--- src/rtl/timer_pkg.sv ---
package timer_pkg;
  typedef struct packed {
    logic load;
    logic dec;
  } dpStrobe_t;
endpackage

--- src/rtl/timer_dp.sv ---
module timer_dp
  import timer_pkg::*;
#(
  parameter int CNT_W = 12,
  parameter int VIS_W = 8
) (
  input  logic             clk,
  input  logic             rstN,
  input  dpStrobe_t        strobe,
  input  logic [VIS_W-1:0] presetIn,
  output logic [CNT_W-1:0] cnt,
  output logic             isZero
);
  localparam int LOW_W = CNT_W - VIS_W;

  always_ff @(posedge clk) begin
    if (!rstN)
      cnt <= '0;
    else if (strobe.load)
      cnt <= {presetIn, {LOW_W{1'b1}}};
    else if (strobe.dec)
      cnt <= cnt - {{(CNT_W-1){1'b0}}, 1'b1};
  end

  assign isZero = (cnt == '0);
endmodule

--- src/rtl/timer_ctrl.sv ---
module timer_ctrl
  import timer_pkg::*;
#(
  parameter int DATA_W = 8
) (
  input  logic              clk,
  input  logic              rstN,
  input  logic              cycleEn,
  input  logic              sel,
  input  logic              addr,
  input  logic              wrEn,
  input  logic              rdEn,
  input  logic [DATA_W-1:0] wrData,
  input  logic              cntZero,
  output dpStrobe_t         strobe,
  output logic              runQ,
  output logic              irqEnQ,
  output logic              irqQ
);
  localparam int RUN_BIT = 0;
  localparam int IEN_BIT = DATA_W - 1;

  logic wrCnt, wrCtl, rdCnt, tick, terminal;

  assign wrCnt    = sel & wrEn & ~addr;
  assign wrCtl    = sel & wrEn & addr;
  assign rdCnt    = sel & rdEn & ~addr;
  assign tick     = runQ & cycleEn;
  assign terminal = tick & cntZero;

  always_comb begin
    strobe      = '0;
    strobe.load = wrCnt;
    strobe.dec  = tick & ~cntZero & ~wrCnt;
  end

  always_ff @(posedge clk) begin
    if (!rstN) begin
      runQ   <= 1'b0;
      irqEnQ <= 1'b0;
      irqQ   <= 1'b0;
    end else begin
      if (wrCtl) begin
        runQ   <= wrData[RUN_BIT];
        irqEnQ <= wrData[IEN_BIT];
      end else if (terminal) begin
        runQ <= 1'b0;
      end
      if (terminal && irqEnQ)
        irqQ <= 1'b1;
      else if (wrCtl || rdCnt)
        irqQ <= 1'b0;
    end
  end
endmodule

--- src/rtl/cycle_timer.sv ---
module cycle_timer
  import timer_pkg::*;
#(
  parameter int CNT_W = 12,
  parameter int VIS_W = 8
) (
  input  logic             clk,
  input  logic             rstN,
  input  logic             cycleEn,
  input  logic             sel,
  input  logic             addr,
  input  logic             wrEn,
  input  logic             rdEn,
  input  logic [VIS_W-1:0] wrData,
  output logic [VIS_W-1:0] rdData,
  output logic             irq
);
  dpStrobe_t        strobe;
  logic [CNT_W-1:0] cnt;
  logic             cntZero, runQ, irqEnQ;
  logic [VIS_W-1:0] ctlWord;

  timer_ctrl #(.DATA_W(VIS_W)) u_ctrl (
    .clk(clk), .rstN(rstN), .cycleEn(cycleEn), .sel(sel), .addr(addr),
    .wrEn(wrEn), .rdEn(rdEn), .wrData(wrData), .cntZero(cntZero),
    .strobe(strobe), .runQ(runQ), .irqEnQ(irqEnQ), .irqQ(irq)
  );

  timer_dp #(.CNT_W(CNT_W), .VIS_W(VIS_W)) u_dp (
    .clk(clk), .rstN(rstN), .strobe(strobe), .presetIn(wrData),
    .cnt(cnt), .isZero(cntZero)
  );

  always_comb begin
    ctlWord          = '0;
    ctlWord[VIS_W-1] = irqEnQ;
    ctlWord[0]       = runQ;
  end

  assign rdData = addr ? ctlWord : cnt[CNT_W-1 -: VIS_W];
endmodule

--- config.mk ---
export PLATFORM = sky130hd
export DESIGN_NAME = cycle_timer
export DESIGN_NICKNAME = d
export VERILOG_FILES = /design/src/rtl/timer_pkg.sv /design/src/rtl/timer_dp.sv /design/src/rtl/timer_ctrl.sv /design/src/rtl/cycle_timer.sv
export SDC_FILE = /design/constraint.sdc
export NUM_CORES = 1
export LEC_CHECK = 0
export BUFFER_PORTS_ARGS = -buffer_cell sky130_fd_sc_hd__buf_2
export CAP_MARGIN = 20
export CORE_ASPECT_RATIO = 0.75
export CORE_MARGIN = 4
export CORE_UTILIZATION = 50
export CTS_CLUSTER_SIZE = 14
export DETAILED_ROUTE_END_ITERATION = 8
export GPL_TIMING_DRIVEN = 0
export PLACE_DENSITY = 0.84
export SLEW_MARGIN = 20
export SYNTH_ARGS = -nofsm -noshare
export SYNTH_HDL_FRONTEND = slang
export SYNTH_SLANG_ARGS = --single-unit
--- constraint.sdc ---
create_clock -name clk -period 2.3 [get_ports clk]
set_input_delay 0.46 -clock clk [delete_from_list [all_inputs] [get_ports clk]]
set_output_delay 0.46 -clock clk [all_outputs]
set_load 0.005 [all_outputs]
==> flow_metrics.py, run 1 <==
metrics = {
    "status": {
        "status": "complete, no violations",
    },
    "worst_setup_path": {
        "crit_end": "u_ctrl.runQ",
        "crit_cells": 7,
        "crit_slowest_cell": "nor3b_1",
        "path_max_fanout": 10,
        "crit_arrival_ns": 2.20,
        "crit_path_start_kind": "flip-flop",
        "r2r_slack_ns": 0.28,
        "worst_r2r_path_depth": 7,
        "cp_slowest_stage_delay_ns": 0.39,
        "path_delay_family": "simple AND/OR/NAND/NOR gates",
        "worstPathCellList": "inv_1 -> ha_1 -> nor3b_1 -> and4bb_2 -> buf_2 -> nand2_1 -> a41o_1",
        "worstSetupStartpoint": "u_dp.cnt[1]",
        "endpoint_kind": "flip-flop",
        "rr_startpoint": "u_dp.cnt[1]",
        "timing.critical_path.buf_inv": 2,
        "critPathKind": "reg2reg",
        "r2r_end": "u_ctrl.runQ",
        "required_ns": 2.49,
    },
    "synth": {
        "ys_top_cells_by_area": "dfxtp_1 (34%), o21ai_0 (6.1%), a31oi_1 (4.9%)",
        "syn_area_per_cell_sq_um": 8.37,
        "synth_area_sq_um": 896,
        "synth_top_area_share": 0.335,
        "synth_seq_area_share": 0.335,
        "synth_fp_nets": 124,
        "synth_area_leader_cell": "dfxtp_1",
        "netlist_instances": 107,
        "ys_ff_latch": 15,
        "yosysWarnings": 0,
        "netlist-cell-type-count": 34,
    },
    "routing": {
        "via_count": 932,
        "wl_um": 2280,
        "vias_per_cell": 6.01,
        "ant_nets": 0,
        "drc": 0,
        "drt-wirelength-per-cell_um": 14.7,
        "drtIter0Drc": 38,
        "first_pass_iters": 4,
    },
    "global_route": {
        "gr-usage-all-layers": 0.190,
        "grt-ovfl-total": 0,
        "antenna_found_initial": 0,
        "grt_pass1_vias": 814,
        "grt_first_pass_wirelength_um": 3690,
        "grt_max_degree": 11,
    },
    "sta": {
        "hold_viol_final": 0,
        "finalCritPeriodShare": 0.878,
        "setup_viol_count_final": 0,
        "finClkSkew_ns": 0.00151,
        "maxSlewViolCount": 0,
        "maxSlewHeadroom": 0.684,
        "finalWorstSetupSlack_ns": 0.282,
        "tns_ns": 0,
        "finalCriticalPeriod_ns": 2.02,
        "grt_setup_unrepaired": "no",
        "tightest_slew_ns": 0.475,
        "fmax_mhz": 495,
    },
    "floorplan": {
        "initial_core_util": 0.568,
        "rows": 12,
        "core_area_sq_um": 1580,
        "ioPinCount": 24,
        "fp.dieH_um": 44.7,
        "die_area_sq_um": 2540,
        "die_width_um": 56.9,
    },
    "clock_tree": {
        "postCtsSetupBuffers": 0,
        "clock_sink_count": 15,
        "cts_inserted_buffers": 3,
        "path_clk_slew_ns": 0.09,
        "tritoncts": "done",
        "cts_resized": 0,
        "clock_latency_ns": 0.29,
        "cts_root_buf": "clkbuf_4",
        "h-tree-depth": 1,
        "cts_hold_buf": 0,
        "clockBufferDepth": 2,
    },
    "layout": {
        "diodes": 0,
        "fin_nets": 152,
        "design_area_sq_um": 1060,
        "final_common_cell": "buf_2",
        "syn_to_final_growth_pct": 18.7,
        "drive_gt1_frac": 0.254,
        "fillers": 136,
        "final_cell_mix": "buf_2 (24), dfxtp_1 (15), o21ai_0 (11)",
    },
    "placement": {
        "numPortBuffers": 23,
        "place.gp.congestion": 0.864,
        "placed_cell_area_sq_um": 1040,
        "dp_slack_ns": 0.325,
        "dp_hpwl_um": 1660,
    },
    "worst_hold_path": {
        "hold_path_class": "in2reg",
        "hold_depth": 3,
    },
    "power": {
        "finalPower_mw": 0.566,
        "powerDensity_nw_per_um2": 532,
        "ir_drop_uv": 334,
        "p_leak_nw": 0.436,
    },
    "run": {
        "maxCapViolCount": 0,
    },
}
## cell usage after synthesis
cell type / instances
nand4bb_1: 1
or4_4: 1
o31ai_1: 4
buf_2: 1
nor2_1: 5
o21ai_0: 11
mux2_2: 2
a41o_1: 1
and3b_1: 1
a31oi_1: 7
nand4_1: 1
or3_1: 6
or4b_1: 1
a21oi_1: 6
nand3_1: 3
inv_1: 4
clkbuf_1: 4
o311a_1: 1
mux2i_1: 4
or3_4: 1
nor2b_1: 6
dfxtp_1: 15
nor4_1: 2
nor3_1: 1
nand3b_1: 1
ha_1: 2
or3_2: 1
nand2_1: 4
a22oi_1: 1
or4_1: 4
o211ai_1: 2
and4bb_2: 1
or2_2: 1
nor3b_1: 1
## power breakdown
group          switching [mW]  internal [mW]  leakage, nW  total [mW]
registers              0.0136          0.273        0.123       0.287
logic                  0.0714         0.0541        0.299       0.125
clock network          0.0861         0.0675       0.0150       0.154
total                   0.171          0.394        0.436       0.566
## logic make-up (layout without fill, tap and decap cells)
| logic type | Yosys count | count (layout) | share of synthesized area |
|---|---|---|---|
| simple gates | 42 | 42 | 0.303 |
| mux | 6 | 6 | 0.0698 |
| fa+ha+maj | 2 | 2 | 0.0279 |
| buf+inv | 9 | 36 | 0.0391 |
| flops | 15 | 15 | 0.335 |
| compound gates | 33 | 33 | 0.225 |
## worst register-to-register path, cell delays in order (launching register included)
cell and delay, ns:
dfxtp_1 0.32, inv_1 0.09, ha_1 0.17, nor3b_1 0.39
and4bb_2 0.39, buf_2 0.25, nand2_1 0.08, a41o_1 0.23
## layer usage
layer | wire, um | vias to the layer above | track usage
li1 | - | 466 | -
met1 | 1060 | 425 | 0.219
met2 | 1000 | 35 | 0.311
met3 | 181 | 6 | 0.0845
met4 | 35 | 0 | 0.0833
met5 | 0 | - | 0
## per-stage QoR
stage	hold slack, ns	utilization	std cells
2_1_floorplan	0.466	-	107
3_3_place_gp	0.463	0.658	151
3_5_place_dp	0.468	0.658	151
4_1_cts	0.375	0.675	155
5_1_grt	0.392	0.675	155
6_report	0.389	0.675	155
## layout make-up
type	instances	area, sq um	area share
buffer	5	20.0	0.0188
clock buffer	4	26.3	0.0247
inverter	4	15.0	0.0141
multi-input combinational	83	561	0.527
sequential	15	300	0.282
tap	21	26.3	0.0247
timing repair buffer	23	115	0.108
## how the worst min path moves through the flow
| stage | startpoint | slack, ns | endpoint |
|---|---|---|---|
| floorplan | u_ctrl.irqQ | 0.47 | u_ctrl.irqQ |
| global placement | u_ctrl.irqQ | 0.46 | u_ctrl.irqQ |
| detailed placement | u_ctrl.irqQ | 0.47 | u_ctrl.irqQ |
| CTS | wrData[5] | 0.37 | u_dp.cnt[9] |
| global route | wrData[5] | 0.39 | u_dp.cnt[9] |
| finish | wrData[5] | 0.39 | u_dp.cnt[9] |
## flip-flops by register name (all words and copies together) (netlist names)
name	count
u_dp.cnt	12
u_ctrl.irqEnQ	1
u_ctrl.irqQ	1
u_ctrl.runQ	1
Note: power is estimated with default switching activity, not from simulation.
==> run 2: changes to the inputs <==
--- a/config.mk
+++ b/config.mk
@@ -13,7 +13,7 @@
 export CTS_CLUSTER_SIZE = 14
 export DETAILED_ROUTE_END_ITERATION = 8
 export GPL_TIMING_DRIVEN = 0
-export PLACE_DENSITY = 0.84
+export PLACE_DENSITY_LB_ADDON = 0.3
 export SLEW_MARGIN = 20
 export SYNTH_ARGS = -nofsm -noshare
 export SYNTH_HDL_FRONTEND = slang
==> run 2 against run 1 <==
Compared with the run above:
- clock power about the same
- via count down 0.32%
- first-iteration DRC count up 13%
- clock-buffer cell count unchanged
- global-route usage down 0.17 points
==> flow_metrics.py, run 2 (synthesized netlist as in run 1, its figures left out) <==
metrics = {
    "layout": {
        "final_cells": 155,
        "fin_nets": 152,
        "diodes": 0,
        "final_util": 0.675,
        "final_common_cell": "buf_2",
        "final_cell_mix": "buf_2 (24), dfxtp_1 (15), o21ai_0 (11)",
        "fillers": 136,
        "syn_to_final_growth_pct": 18.7,
        "largest_reg_flops": 12,
        "regMostFlops": "u_dp.cnt",
        "drive_gt1_frac": 0.254,
    },
    "sta": {
        "grt_setup_unrepaired": "no",
        "tightest_slew_ns": 0.467,
        "hold_viol_final": 0,
        "fmax_mhz": 487,
        "finalCritPeriodShare": 0.893,
        "tns_ns": 0,
        "finalCriticalPeriod_ns": 2.05,
        "setup_viol_count_final": 0,
        "maxSlewHeadroom": 0.689,
        "maxSlewViolCount": 0,
        "finalWorstSetupSlack_ns": 0.246,
        "finClkSkew_ns": 0.00638,
    },
    "floorplan": {
        "rows": 12,
        "die_area_sq_um": 2540,
        "ioPinCount": 24,
        "fp.dieH_um": 44.7,
        "die_width_um": 56.9,
        "initial_core_util": 0.568,
        "core_area_sq_um": 1580,
    },
    "clock_tree": {
        "h-tree-depth": 1,
        "tritoncts": "done",
        "path_clk_slew_ns": 0.09,
        "postCtsSetupBuffers": 0,
        "cts_inserted_buffers": 3,
        "clock_sink_count": 15,
        "clockBufferDepth": 2,
        "cts_resized": 0,
        "cts_root_buf": "clkbuf_4",
        "cts_hold_buf": 0,
        "clock_latency_ns": 0.29,
    },
    "routing": {
        "drc": 0,
        "vias_per_cell": 5.99,
        "drtIter0Drc": 43,
        "wl_um": 2250,
        "first_pass_iters": 4,
        "via_count": 929,
        "ant_nets": 0,
        "drt-wirelength-per-cell_um": 14.5,
    },
    "placement": {
        "place.gp.congestion": 0.841,
        "numPortBuffers": 23,
        "dp_hpwl_um": 1660,
        "dp_slack_ns": 0.329,
        "post-place-cells": 151,
    },
    "worst_setup_path": {
        "critPathKind": "reg2reg",
        "crit_path_start_kind": "flip-flop",
        "r2r_slack_ns": 0.25,
        "path_max_fanout": 10,
        "required_ns": 2.49,
        "crit_arrival_ns": 2.24,
        "endpoint_kind": "flip-flop",
    },
    "global_route": {
        "grt-ovfl-total": 0,
        "antenna_found_initial": 0,
        "grt_max_degree": 11,
        "grt_pass1_vias": 808,
        "grt_first_pass_wirelength_um": 3770,
        "gr-usage-all-layers": 0.189,
    },
    "status": {
        "status": "complete, no violations",
    },
    "power": {
        "powerDensity_nw_per_um2": 533,
        "p_leak_nw": 0.436,
        "finalPower_mw": 0.567,
        "ir_drop_uv": 528,
    },
    "run": {
        "maxCapViolCount": 0,
    },
    "worst_hold_path": {
        "hold_path_class": "in2reg",
    },
}
-- run 2: final timing paths --
kind / start / endpoint / depth (start not counted)
setup reg to reg: u_dp.cnt[0] / u_ctrl.runQ / 7
setup / recovery: u_dp.cnt[0] / u_ctrl.runQ / 7
hold / removal: wrData[5] / u_dp.cnt[9] / 3
hold reg to reg: u_ctrl.irqQ / u_ctrl.irqQ / 2
-- run 2: worst max-delay path, stage by stage, from the launching register on --
cell and delay (ns):
dfxtp_1 0.34, inv_1 0.09, ha_1 0.18, nor3b_1 0.40, and4bb_2 0.38, buf_2 0.24
nand2_1 0.08, a41o_1 0.24
-- run 2: layout make-up --
class / instances / area, sq um / area share
inverters: 4 / 15.0 / 0.0141
multi-input cells: 83 / 561 / 0.527
well taps: 21 / 26.3 / 0.0247
repair buffers: 23 / 115 / 0.108
flip-flops and latches: 15 / 300 / 0.282
plain buffers: 5 / 20.0 / 0.0188
clock buffers: 4 / 26.3 / 0.0247
-- run 2: layer usage --
metal | vias up | global-route usage | wire length, um
met3 | 2 | 0.0816 | 203
met1 | 420 | 0.236 | 987
li1 | 466 | - | -
met5 | - | 0 | 0
met2 | 41 | 0.313 | 1050
met4 | 0 | 0.0231 | 11
-- run 2: power breakdown --
group / internal, mW / total (mW) / leakage, nW / switching [mW]
combinational: 0.0542 / 0.125 / 0.299 / 0.0704
sequential: 0.273 / 0.287 / 0.123 / 0.0140
clock: 0.0674 / 0.155 / 0.0150 / 0.0879
-- run 2: stage by stage --
step | instance area, sq um | hold slack [ns]
final | 1060 | 0.402
after global routing | 1060 | 0.426
after CTS | 1060 | 0.404
after detailed placement | 1040 | 0.496
after global placement | 1040 | 0.465
after floorplan | 896 | 0.466
